<file path="config.mk">
export PLATFORM = sky130hd
export DESIGN_NAME = slot_table_builder
export DESIGN_NICKNAME = d
export VERILOG_FILES = /design/src/rtl/slot_alloc_pkg.sv /design/src/rtl/slot_interval.sv /design/src/rtl/slot_rr_pick.sv /design/src/rtl/slot_table_store.sv /design/src/rtl/slot_table_builder.sv
export SDC_FILE = /design/constraint.sdc
export NUM_CORES = 1
export LEC_CHECK = 0
export BUFFER_PORTS_ARGS = -buffer_cell sky130_fd_sc_hd__buf_2
export CORE_UTILIZATION = 29
export DETAILED_ROUTE_END_ITERATION = 6
export SLEW_MARGIN = 5
export SYNTH_ARGS = -nofsm -noshare
export SYNTH_HDL_FRONTEND = slang
export SYNTH_SLANG_ARGS = --single-unit
export TNS_END_PERCENT = 100
</file>
<file path="constraint.sdc">
create_clock -name clk -period 94.2 [get_ports clk]
set_input_delay 18.84 -clock clk [delete_from_list [all_inputs] [get_ports clk]]
set_output_delay 18.84 -clock clk [all_outputs]
set_load 0.02 [all_outputs]
</file>
<file path="src/rtl/slot_alloc_pkg.sv">
package slot_alloc_pkg;

    typedef enum logic [2:0] {
        ST_IDLE,
        ST_SETUP,
        ST_SCAN,
        ST_FILL,
        ST_FIN
    } build_state_e;

    // Successor of v in a ring of lim elements.
    function automatic int ring_next(int v, int lim);
        return (v + 1 >= lim) ? 0 : v + 1;
    endfunction

endpackage

</file>
<file path="src/rtl/slot_interval.sv">
module slot_interval #(
    parameter int NUM_SLOTS = 64,
    parameter int CNT_W     = 7
) (
    input  logic [CNT_W-1:0] req,
    input  logic             active,
    input  logic [CNT_W-1:0] budget,
    output logic             take,
    output logic             use_spare,
    output logic [CNT_W-1:0] interval
);

    always_comb begin
        take      = 1'b0;
        use_spare = 1'b0;
        interval  = CNT_W'(NUM_SLOTS);
        if (req != '0) begin
            take     = 1'b1;
            interval = CNT_W'(NUM_SLOTS / int'(req));
            if (interval == '0)
                interval = CNT_W'(1);
        end else if (active && budget != '0) begin
            take      = 1'b1;
            use_spare = 1'b1;
        end
    end

endmodule

</file>
<file path="src/rtl/slot_rr_pick.sv">
module slot_rr_pick #(
    parameter int NUM_CLIENTS = 15,
    parameter int CL_W        = 4
) (
    input  logic [NUM_CLIENTS-1:0] active,
    input  logic [CL_W-1:0]        ptr,
    output logic [CL_W-1:0]        pick
);

    // Nearest active client at or after ptr; ptr itself when none is active.
    always_comb begin
        pick = ptr;
        for (int k = NUM_CLIENTS - 1; k >= 0; k--) begin
            int idx;
            idx = int'(ptr) + k;
            if (idx >= NUM_CLIENTS)
                idx = idx - NUM_CLIENTS;
            if (active[idx])
                pick = CL_W'(idx);
        end
    end

endmodule

</file>
<file path="src/rtl/slot_table_store.sv">
module slot_table_store #(
    parameter int NUM_SLOTS = 64,
    parameter int CL_W      = 4,
    localparam int IDX_W    = $clog2(NUM_SLOTS)
) (
    input  logic             clk,
    input  logic             rst,
    input  logic             clr,
    input  logic             we,
    input  logic [IDX_W-1:0] waddr,
    input  logic [CL_W-1:0]  wdata,
    input  logic [IDX_W-1:0] raddr,
    output logic             rd_used,
    output logic [CL_W-1:0]  rd_client
);

    logic [NUM_SLOTS-1:0] used;
    logic [CL_W-1:0]      owner [NUM_SLOTS];

    always_ff @(posedge clk) begin
        if (rst || clr)
            used <= '0;
        else if (we)
            used[waddr] <= 1'b1;
    end

    always_ff @(posedge clk) begin
        if (we)
            owner[waddr] <= wdata;
    end

    assign rd_used   = used[raddr];
    assign rd_client = owner[raddr];

endmodule

</file>
<file path="src/rtl/slot_table_builder.sv">
module slot_table_builder
    import slot_alloc_pkg::*;
#(
    parameter int NUM_SLOTS   = 64,
    parameter int NUM_CLIENTS = 15,
    localparam int IDX_W      = $clog2(NUM_SLOTS),
    localparam int CNT_W      = IDX_W + 1,
    localparam int CL_W       = $clog2(NUM_CLIENTS)
) (
    input  logic                         clk,
    input  logic                         rst,
    input  logic                         start,
    input  logic [NUM_CLIENTS*CNT_W-1:0] req_counts,
    input  logic [NUM_CLIENTS-1:0]       client_active,
    input  logic [CNT_W-1:0]             spare_budget,
    output logic                         busy,
    output logic                         reject,
    output logic                         wr_valid,
    output logic [IDX_W-1:0]             wr_slot,
    output logic [CL_W-1:0]              wr_client,
    output logic                         done
);

    localparam int SUM_W = CNT_W + $clog2(NUM_CLIENTS + 1);

    build_state_e state;

    logic [NUM_CLIENTS-1:0][CNT_W-1:0] req_q;
    logic [NUM_CLIENTS-1:0]            act_q;
    logic [CNT_W-1:0]                  budget_q;
    logic [CL_W-1:0]                   ci;
    logic [CNT_W-1:0]                  pos;
    logic [CNT_W-1:0]                  ivl_q;
    logic [IDX_W-1:0]                  fidx;
    logic [CL_W-1:0]                   rr;

    logic             wr_valid_q, done_q, reject_q;
    logic [IDX_W-1:0] wr_slot_q;
    logic [CL_W-1:0]  wr_client_q;

    // Admission: total requested slots against table size.
    logic [SUM_W-1:0] req_sum;
    logic             overcommit;
    always_comb begin
        req_sum = '0;
        for (int k = 0; k < NUM_CLIENTS; k++)
            req_sum = req_sum + SUM_W'(req_counts[k*CNT_W +: CNT_W]);
    end
    assign overcommit = req_sum > SUM_W'(NUM_SLOTS);

    logic last_ci, pos_end;
    assign last_ci = (ci == CL_W'(NUM_CLIENTS - 1));
    assign pos_end = (pos >= CNT_W'(NUM_SLOTS));

    // Per-client placement parameters.
    logic             take, use_spare;
    logic [CNT_W-1:0] interval;
    slot_interval #(.NUM_SLOTS(NUM_SLOTS), .CNT_W(CNT_W)) u_interval (
        .req       (req_q[ci]),
        .active    (act_q[ci]),
        .budget    (budget_q),
        .take      (take),
        .use_spare (use_spare),
        .interval  (interval)
    );

    // Table occupancy and owners.
    logic             tbl_clr, tbl_we, rd_used;
    logic [IDX_W-1:0] tbl_raddr;
    logic [CL_W-1:0]  rd_client;
    assign tbl_clr   = (state == ST_IDLE) && start && !overcommit;
    assign tbl_we    = (state == ST_SCAN) && !pos_end && !rd_used;
    assign tbl_raddr = (state == ST_FILL) ? fidx : pos[IDX_W-1:0];

    slot_table_store #(.NUM_SLOTS(NUM_SLOTS), .CL_W(CL_W)) u_store (
        .clk       (clk),
        .rst       (rst),
        .clr       (tbl_clr),
        .we        (tbl_we),
        .waddr     (pos[IDX_W-1:0]),
        .wdata     (ci),
        .raddr     (tbl_raddr),
        .rd_used   (rd_used),
        .rd_client (rd_client)
    );

    // Round-robin choice for empty slots.
    logic [CL_W-1:0] pick;
    slot_rr_pick #(.NUM_CLIENTS(NUM_CLIENTS), .CL_W(CL_W)) u_pick (
        .active (act_q),
        .ptr    (rr),
        .pick   (pick)
    );

    always_ff @(posedge clk) begin
        if (rst) begin
            state       <= ST_IDLE;
            req_q       <= '0;
            act_q       <= '0;
            budget_q    <= '0;
            ci          <= '0;
            pos         <= '0;
            ivl_q       <= '0;
            fidx        <= '0;
            rr          <= '0;
            wr_valid_q  <= 1'b0;
            wr_slot_q   <= '0;
            wr_client_q <= '0;
            done_q      <= 1'b0;
            reject_q    <= 1'b0;
        end else begin
            wr_valid_q <= 1'b0;
            done_q     <= 1'b0;
            reject_q   <= 1'b0;
            case (state)
                ST_IDLE: begin
                    if (start) begin
                        if (overcommit) begin
                            reject_q <= 1'b1;
                        end else begin
                            req_q    <= req_counts;
                            act_q    <= client_active;
                            budget_q <= spare_budget;
                            ci       <= '0;
                            fidx     <= '0;
                            rr       <= '0;
                            state    <= ST_SETUP;
                        end
                    end
                end
                ST_SETUP: begin
                    if (take) begin
                        ivl_q <= interval;
                        pos   <= '0;
                        if (use_spare)
                            budget_q <= budget_q - 1'b1;
                        state <= ST_SCAN;
                    end else if (last_ci) begin
                        state <= ST_FILL;
                    end else begin
                        ci <= ci + 1'b1;
                    end
                end
                ST_SCAN: begin
                    if (pos_end) begin
                        if (last_ci) begin
                            state <= ST_FILL;
                        end else begin
                            ci    <= ci + 1'b1;
                            state <= ST_SETUP;
                        end
                    end else if (rd_used) begin
                        pos <= pos + 1'b1;
                    end else begin
                        pos <= pos + ivl_q;
                    end
                end
                ST_FILL: begin
                    wr_valid_q <= 1'b1;
                    wr_slot_q  <= fidx;
                    if (rd_used) begin
                        wr_client_q <= rd_client;
                    end else begin
                        wr_client_q <= pick;
                        rr          <= CL_W'(ring_next(int'(pick), NUM_CLIENTS));
                    end
                    if (fidx == IDX_W'(NUM_SLOTS - 1))
                        state <= ST_FIN;
                    else
                        fidx <= fidx + 1'b1;
                end
                ST_FIN: begin
                    done_q <= 1'b1;
                    state  <= ST_IDLE;
                end
                default: state <= ST_IDLE;
            endcase
        end
    end

    assign busy      = (state != ST_IDLE);
    assign reject    = reject_q;
    assign wr_valid  = wr_valid_q;
    assign wr_slot   = wr_slot_q;
    assign wr_client = wr_client_q;
    assign done      = done_q;

endmodule

</file>
==> metrics.txt, run 1 <==
EDFF count, synth 256; Crit Path Max Fanout 35; post-synth top area share 0.1520; Worst-path clk slew 70 ps; multi-input logic area 0.03654 mm²; core footprint 0.1723 mm²; drt first pass iters 7; Final HPWL DP 137.0 mm; final setup margin 9136 ps; Layout area overhead 9.518%; fin crit period 85060 ps; num ports 144; Design Area, Final 0.05538 mm²; nets@finish 6440; Setup Buffers After CTS 0; R2R depth 344; setup TNS 0 ps; dominant cells by area after synthesis edfxtp_1 (15%), dfxtp_1 (9.3%), mux4_2 (5.5%); Die X 419.6 µm; final wirelength 179.1 mm; Syn Inst Count 6012; I/O Buffers 143; worst min-delay path category reg -> reg; Clock Skew 44.89 ps; # rows 152; max frequency 11.76 MHz; failing checks DRC; dpl ws 10900 ps; critical path capture point type register; dominant synthesized flop cell edfxtp_1; worst slew pin tran 1132 ps; RSZ-0062 raised after global routing false; most frequent cells after synthesis nand2_1 (694), nor2_1 (634), a21oi_1 (499); crit path DAT 85570 ps; vias in the first global route 46155; end of the critical path ivl_q[0]; ys async rst share 0; CTS tree yes; fillers 18253; Synth Net Count 6447; Routed WL per cell 21.43 µm; Post-Synthesis Cell Area 0.05057 mm²; worst hold slack 448.9 ps; Critical Path Source ci[1]; Starting Density 0.2935; dpl cell area 0.05367 mm²; Yosys cell types 136; slowest stage cell, crit path nor4_2; Iter 0 DRT Violations 4205; Detail Route Antenna Nets 0; FF+latch count, synth 491; Slew headroom 0.2387; critical path type reg -> reg; clk root buf clkbuf_16; Worst R2R Setup Slack 9140 ps; startpoint of the worst-slack reg-to-reg timing path ci[1]; Ys Warns 0; Synth area leader edfxtp_1; depth of the CTS H-tree 2; Max Cap Viol 0; RePlAce Congestion 0.9481; first-pass GRT wire length 274.7 mm; crit start category register; cell with the most instances after synthesis nand2_1; Longest Clk Path Bufs 3; largest net degree at the start of global routing 91; hold_buf cts 0; fin. max-slew vios 0; Congestion Overflow GR 0; initial antenna violation count 8; worst reg2reg path endpoint ivl_q[0]; register area 0.01240 mm²; most frequent CP cell a21o_1; final setup vio count 0; Worst-Skew Late Latency 650 ps; sequential share of the synthesized area 0.2450; CTS resizes 0; status finished, violations left; DIE AREA 0.1761 mm²; Via Count 48277; clk sinks 491; Final Hold Fails 0; vias per cell 5.775; Avg Inst Size Synth 8.412 µm²; # DRC 1; Die Height 419.6 µm; Worst path max stage delay 970 ps; fin crit share 0.9030; critical path required time 94700 ps; gr usage total 0.1967; Inserted Clock Buffers 52; layout cell share with drive strength beyond 1 0.1155
registers in the layout (all words and copies together) (netlist names), 3 cells and up:
register,count
u_store.owner,256
req_q,105
u_store.used,64
act_q,15
budget_q,7
ivl_q,7
pos,7
fidx,6
wr_slot,6
ci,4
rr,4
wr_client,4
state,3
per-stage QoR:
stage,util,instances
detailed placement,0.3115,8261
floorplan,-,6012
global placement,0.3115,8261
CTS,0.3214,8355
global route,0.3214,8358
finish,0.3214,8359
cell type report:
cell class              instances  area share
inverters                     157     0.01064
diodes                          4   0.0001807
repair buffers                211     0.02248
clock inverters                25    0.004699
clock buffers                  69     0.02609
well taps                    2310     0.05219
multi-input cells            5092      0.6598
flip-flops and latches        491      0.2240
worst min path at each step:
stage                    start         end  slack, ps  cells past startpoint
floorplan             ivl_q[3]    ivl_q[3]        430                      2
global placement      ivl_q[3]    ivl_q[3]        440                      2
detailed placement    ivl_q[3]    ivl_q[3]        440                      2
CTS                  req_q[64]   req_q[64]        450                      2
global route        wr_slot[5]  wr_slot[5]        470                      2
finish               req_q[37]   req_q[37]        450                      2
layout by cell type, fill, tap and decap left out, types with 67 or more instances in the layout:
master,n
edfxtp_1,256
a211oi_1,88
mux2i_1,149
a21oi_1,499
fa_1,88
xor2_1,110
nand3_1,166
buf_4,67
o21ai_0,220
inv_1,151
ha_1,217
nand2_1,693
nor2_1,634
mux4_2,124
buf_2,142
and2_1,74
o21a_1,73
dfxtp_1,231
nand2b_1,72
a21o_1,181
nor3_1,167
xnor2_1,181
cells by family after synthesis:
family                     share of synthesized area
buffers and inverters                        0.03404
AOI/OAI and AO/OA                             0.2511
and+or+nand+nor                               0.2265
DFF                                           0.2450
muxes                                         0.1023
adders and majority gates                    0.08872
xor gates and xnor gates                     0.05225
worst max-delay path: cells and delay by family (launching register included):
kind | cells | cell delay [ps]
flops | 1 | 730
mux | 8 | 2700
buf+inv | 13 | 3040
compound gates | 188 | 41640
fa+ha+maj | 31 | 10010
simple gates | 104 | 26580
metal layers:
metal,GRT usage,vias up,share of wire
met3,0.01217,375,0.050
met4,0.1041,0,0.059
met2,0.3346,1734,0.47
li1,-,22689,-
met5,0,-,0
met1,0.2492,23479,0.42
Power of run 1 is left out: the tool's default activity adds up to more than one toggle a clock period on the data nets, which glitch-free logic cannot reach.
==> inputs of run 2 (changes only) <==
--- a/config.mk
+++ b/config.mk
@@ -6,6 +6,7 @@
 export NUM_CORES = 1
 export LEC_CHECK = 0
 export BUFFER_PORTS_ARGS = -buffer_cell sky130_fd_sc_hd__buf_2
+export CORE_ASPECT_RATIO = 2
 export CORE_UTILIZATION = 29
 export DETAILED_ROUTE_END_ITERATION = 6
 export SLEW_MARGIN = 5
==> metrics.txt, run 2 (synthesis results as in run 1) <==
Inserted Clock Buffers 46 (-12%); status completed; RePlAce Congestion 0.9684 (+2.1%); Die Height 592.6 µm (+41%); hold_buf cts 0 (unchanged); critical path capture point type register; DIE AREA 0.1762 mm² (about the same); Worst-path clk slew 70 ps (about the same); gr usage total 0.2094 (+0.01267); worst min-delay path category reg -> reg; slowest stage cell, crit path a21oi_1; initial antenna violation count 11 (+3); I/O Buffers 143 (unchanged); critical path required time 94690 ps (about the same); R2R depth 350 (+1.7%); worst reg2reg path endpoint ivl_q[0]; CTS resizes 0 (unchanged); Starting Density 0.2919 (-0.001577); Layout area overhead 9.459% (about the same); CTS tree yes; final setup vio count 0 (unchanged); Slew headroom 0.1105 (-0.1282); vias in the first global route 49201 (+6.6%); max frequency 11.68 MHz (-0.61%); Iter 0 DRT Violations 3154 (-25%); crit start category register; clk sinks 491 (unchanged); drt first pass iters 6 (-1); # DRC 0 (-1); Routed WL per cell 23.04 µm (+7.5%); Max Cap Viol 0 (unchanged); Via Count 48806 (+1.1%); RSZ-0062 raised after global routing false; layout cell share with drive strength beyond 1 0.1173 (+0.001830); largest net degree at the start of global routing 92 (+1.1%); fin crit period 85590 ps (+521.6 ps); Final Hold Fails 0 (unchanged); final wirelength 192.4 mm (+7.4%); Detail Route Antenna Nets 0 (unchanged); worst slew pin tran 1326 ps (+194.7 ps); vias per cell 5.844 (+1.2%); biggest regs u_store.owner (256), req_q (105), u_store.used (64); Most flops, register u_store.owner; Worst path max stage delay 800 ps (-170 ps); clk root buf clkbuf_16; crit path DAT 86080 ps (+510 ps); Setup Buffers After CTS 0 (unchanged); most common cell after layout, fill and taps aside nand2_1; fin. max-slew vios 0 (unchanged); Worst R2R Setup Slack 8610 ps (-520 ps); setup TNS 0 ps (unchanged); most frequent CP cell o21ai_0; Congestion Overflow GR 0 (unchanged); first-pass GRT wire length 288.7 mm (+5.1%); fin crit share 0.9086 (+0.005537); Final HPWL DP 151.2 mm (+10%); num ports 144 (unchanged); hold path endpoint req_q[4]; startpoint of the worst-slack reg-to-reg timing path ci[1]; HP Start req_q[4]; max FFs per register 256 (unchanged); WHS Path Cells 2 (unchanged); core footprint 0.1732 mm² (+0.54%); Crit Path Max Fanout 65 (+86%); Clock Skew 76.25 ps (+31.37 ps); Worst-Skew Late Latency 650 ps (about the same); nets@finish 6450 (+0.16%); critical path type reg -> reg; # rows 216 (+42%); Longest Clk Path Bufs 3 (unchanged); most frequent cells in the layout nand2_1 (693), nor2_1 (634), a21oi_1 (498), edfxtp_1 (256), dfxtp_1 (230); depth of the CTS H-tree 2 (unchanged); Die X 297.3 µm (-29%)
[run 2: cell types whose count changed in the layout (fill, tap and decap cells not counted), moves of 2 or more]
cell        before  now
clkinvlp_4       3    7
buf_4           67   82
clkbuf_8         8    2
diode_2          4    9
clkbuf_16       52   46
clkinv_4         5    3
[run 2: worst max-delay path by stage]
stage / from / to / slack, ps / depth (start not counted)
6_report: ci[1] / ivl_q[0] / 8610 / 350
3_3_place_gp: ci[1] / ivl_q[0] / 11690 / 363
2_1_floorplan: ci[0] / ivl_q[0] / 19610 / 387
5_1_grt: ci[1] / ivl_q[0] / 1480 / 354
4_1_cts: ci[1] / ivl_q[0] / 9460 / 351
3_5_place_dp: ci[1] / ivl_q[0] / 9740 / 351
[run 2: final cells by class]
class                   instances  area (µm²)
multi-input cells            5092       36550
clock inverters                30       349.1
inverters                     157       589.3
fillers                     18168      117900
repair buffers                227        1365
clock buffers                  56        1209
well taps                    2289        2864
diodes                          9       22.52
flip-flops and latches        491       12410
[run 2: routing by layer]
metal | wire length (µm) | GRT usage | part of all wire
met1 | 63340 | 0.1904 | 0.33
met2 | 102200 | 0.4079 | 0.53
met3 | 8997 | 0.02932 | 0.047
met4 | 17790 | 0.1718 | 0.092
met5 | 61 | 0 | 0.00032
[run 2: worst max-delay path, delay by kind of cell (launching register included)]
| family | cells | cell delay [ps] |
|---|---|---|
| flip-flops | 1 | 480 |
| adder cells (fa/ha/maj) | 31 | 10120 |
| buffers and inverters | 19 | 5190 |
| multiplexers | 7 | 2190 |
| AO/OA/AOI/OAI | 190 | 43230 |
| AND/OR/NAND/NOR | 103 | 24060 |
[run 2: per-stage QoR]
stage / hold slack, ps / area, µm² / instances / utilization / setup WS [ps]
2_1_floorplan: 427.3 / 50570 / 6012 / - / 19610
3_3_place_gp: 437.4 / 53760 / 8255 / 0.3103 / 11690
3_5_place_dp: 443.6 / 53760 / 8255 / 0.3103 / 9739
4_1_cts: 453.3 / 55320 / 8341 / 0.3193 / 9458
5_1_grt: 470.7 / 55340 / 8345 / 0.3194 / 1481
6_report: 451.7 / 55350 / 8351 / 0.3195 / 8614
Power of run 2 is left out for the same reason.
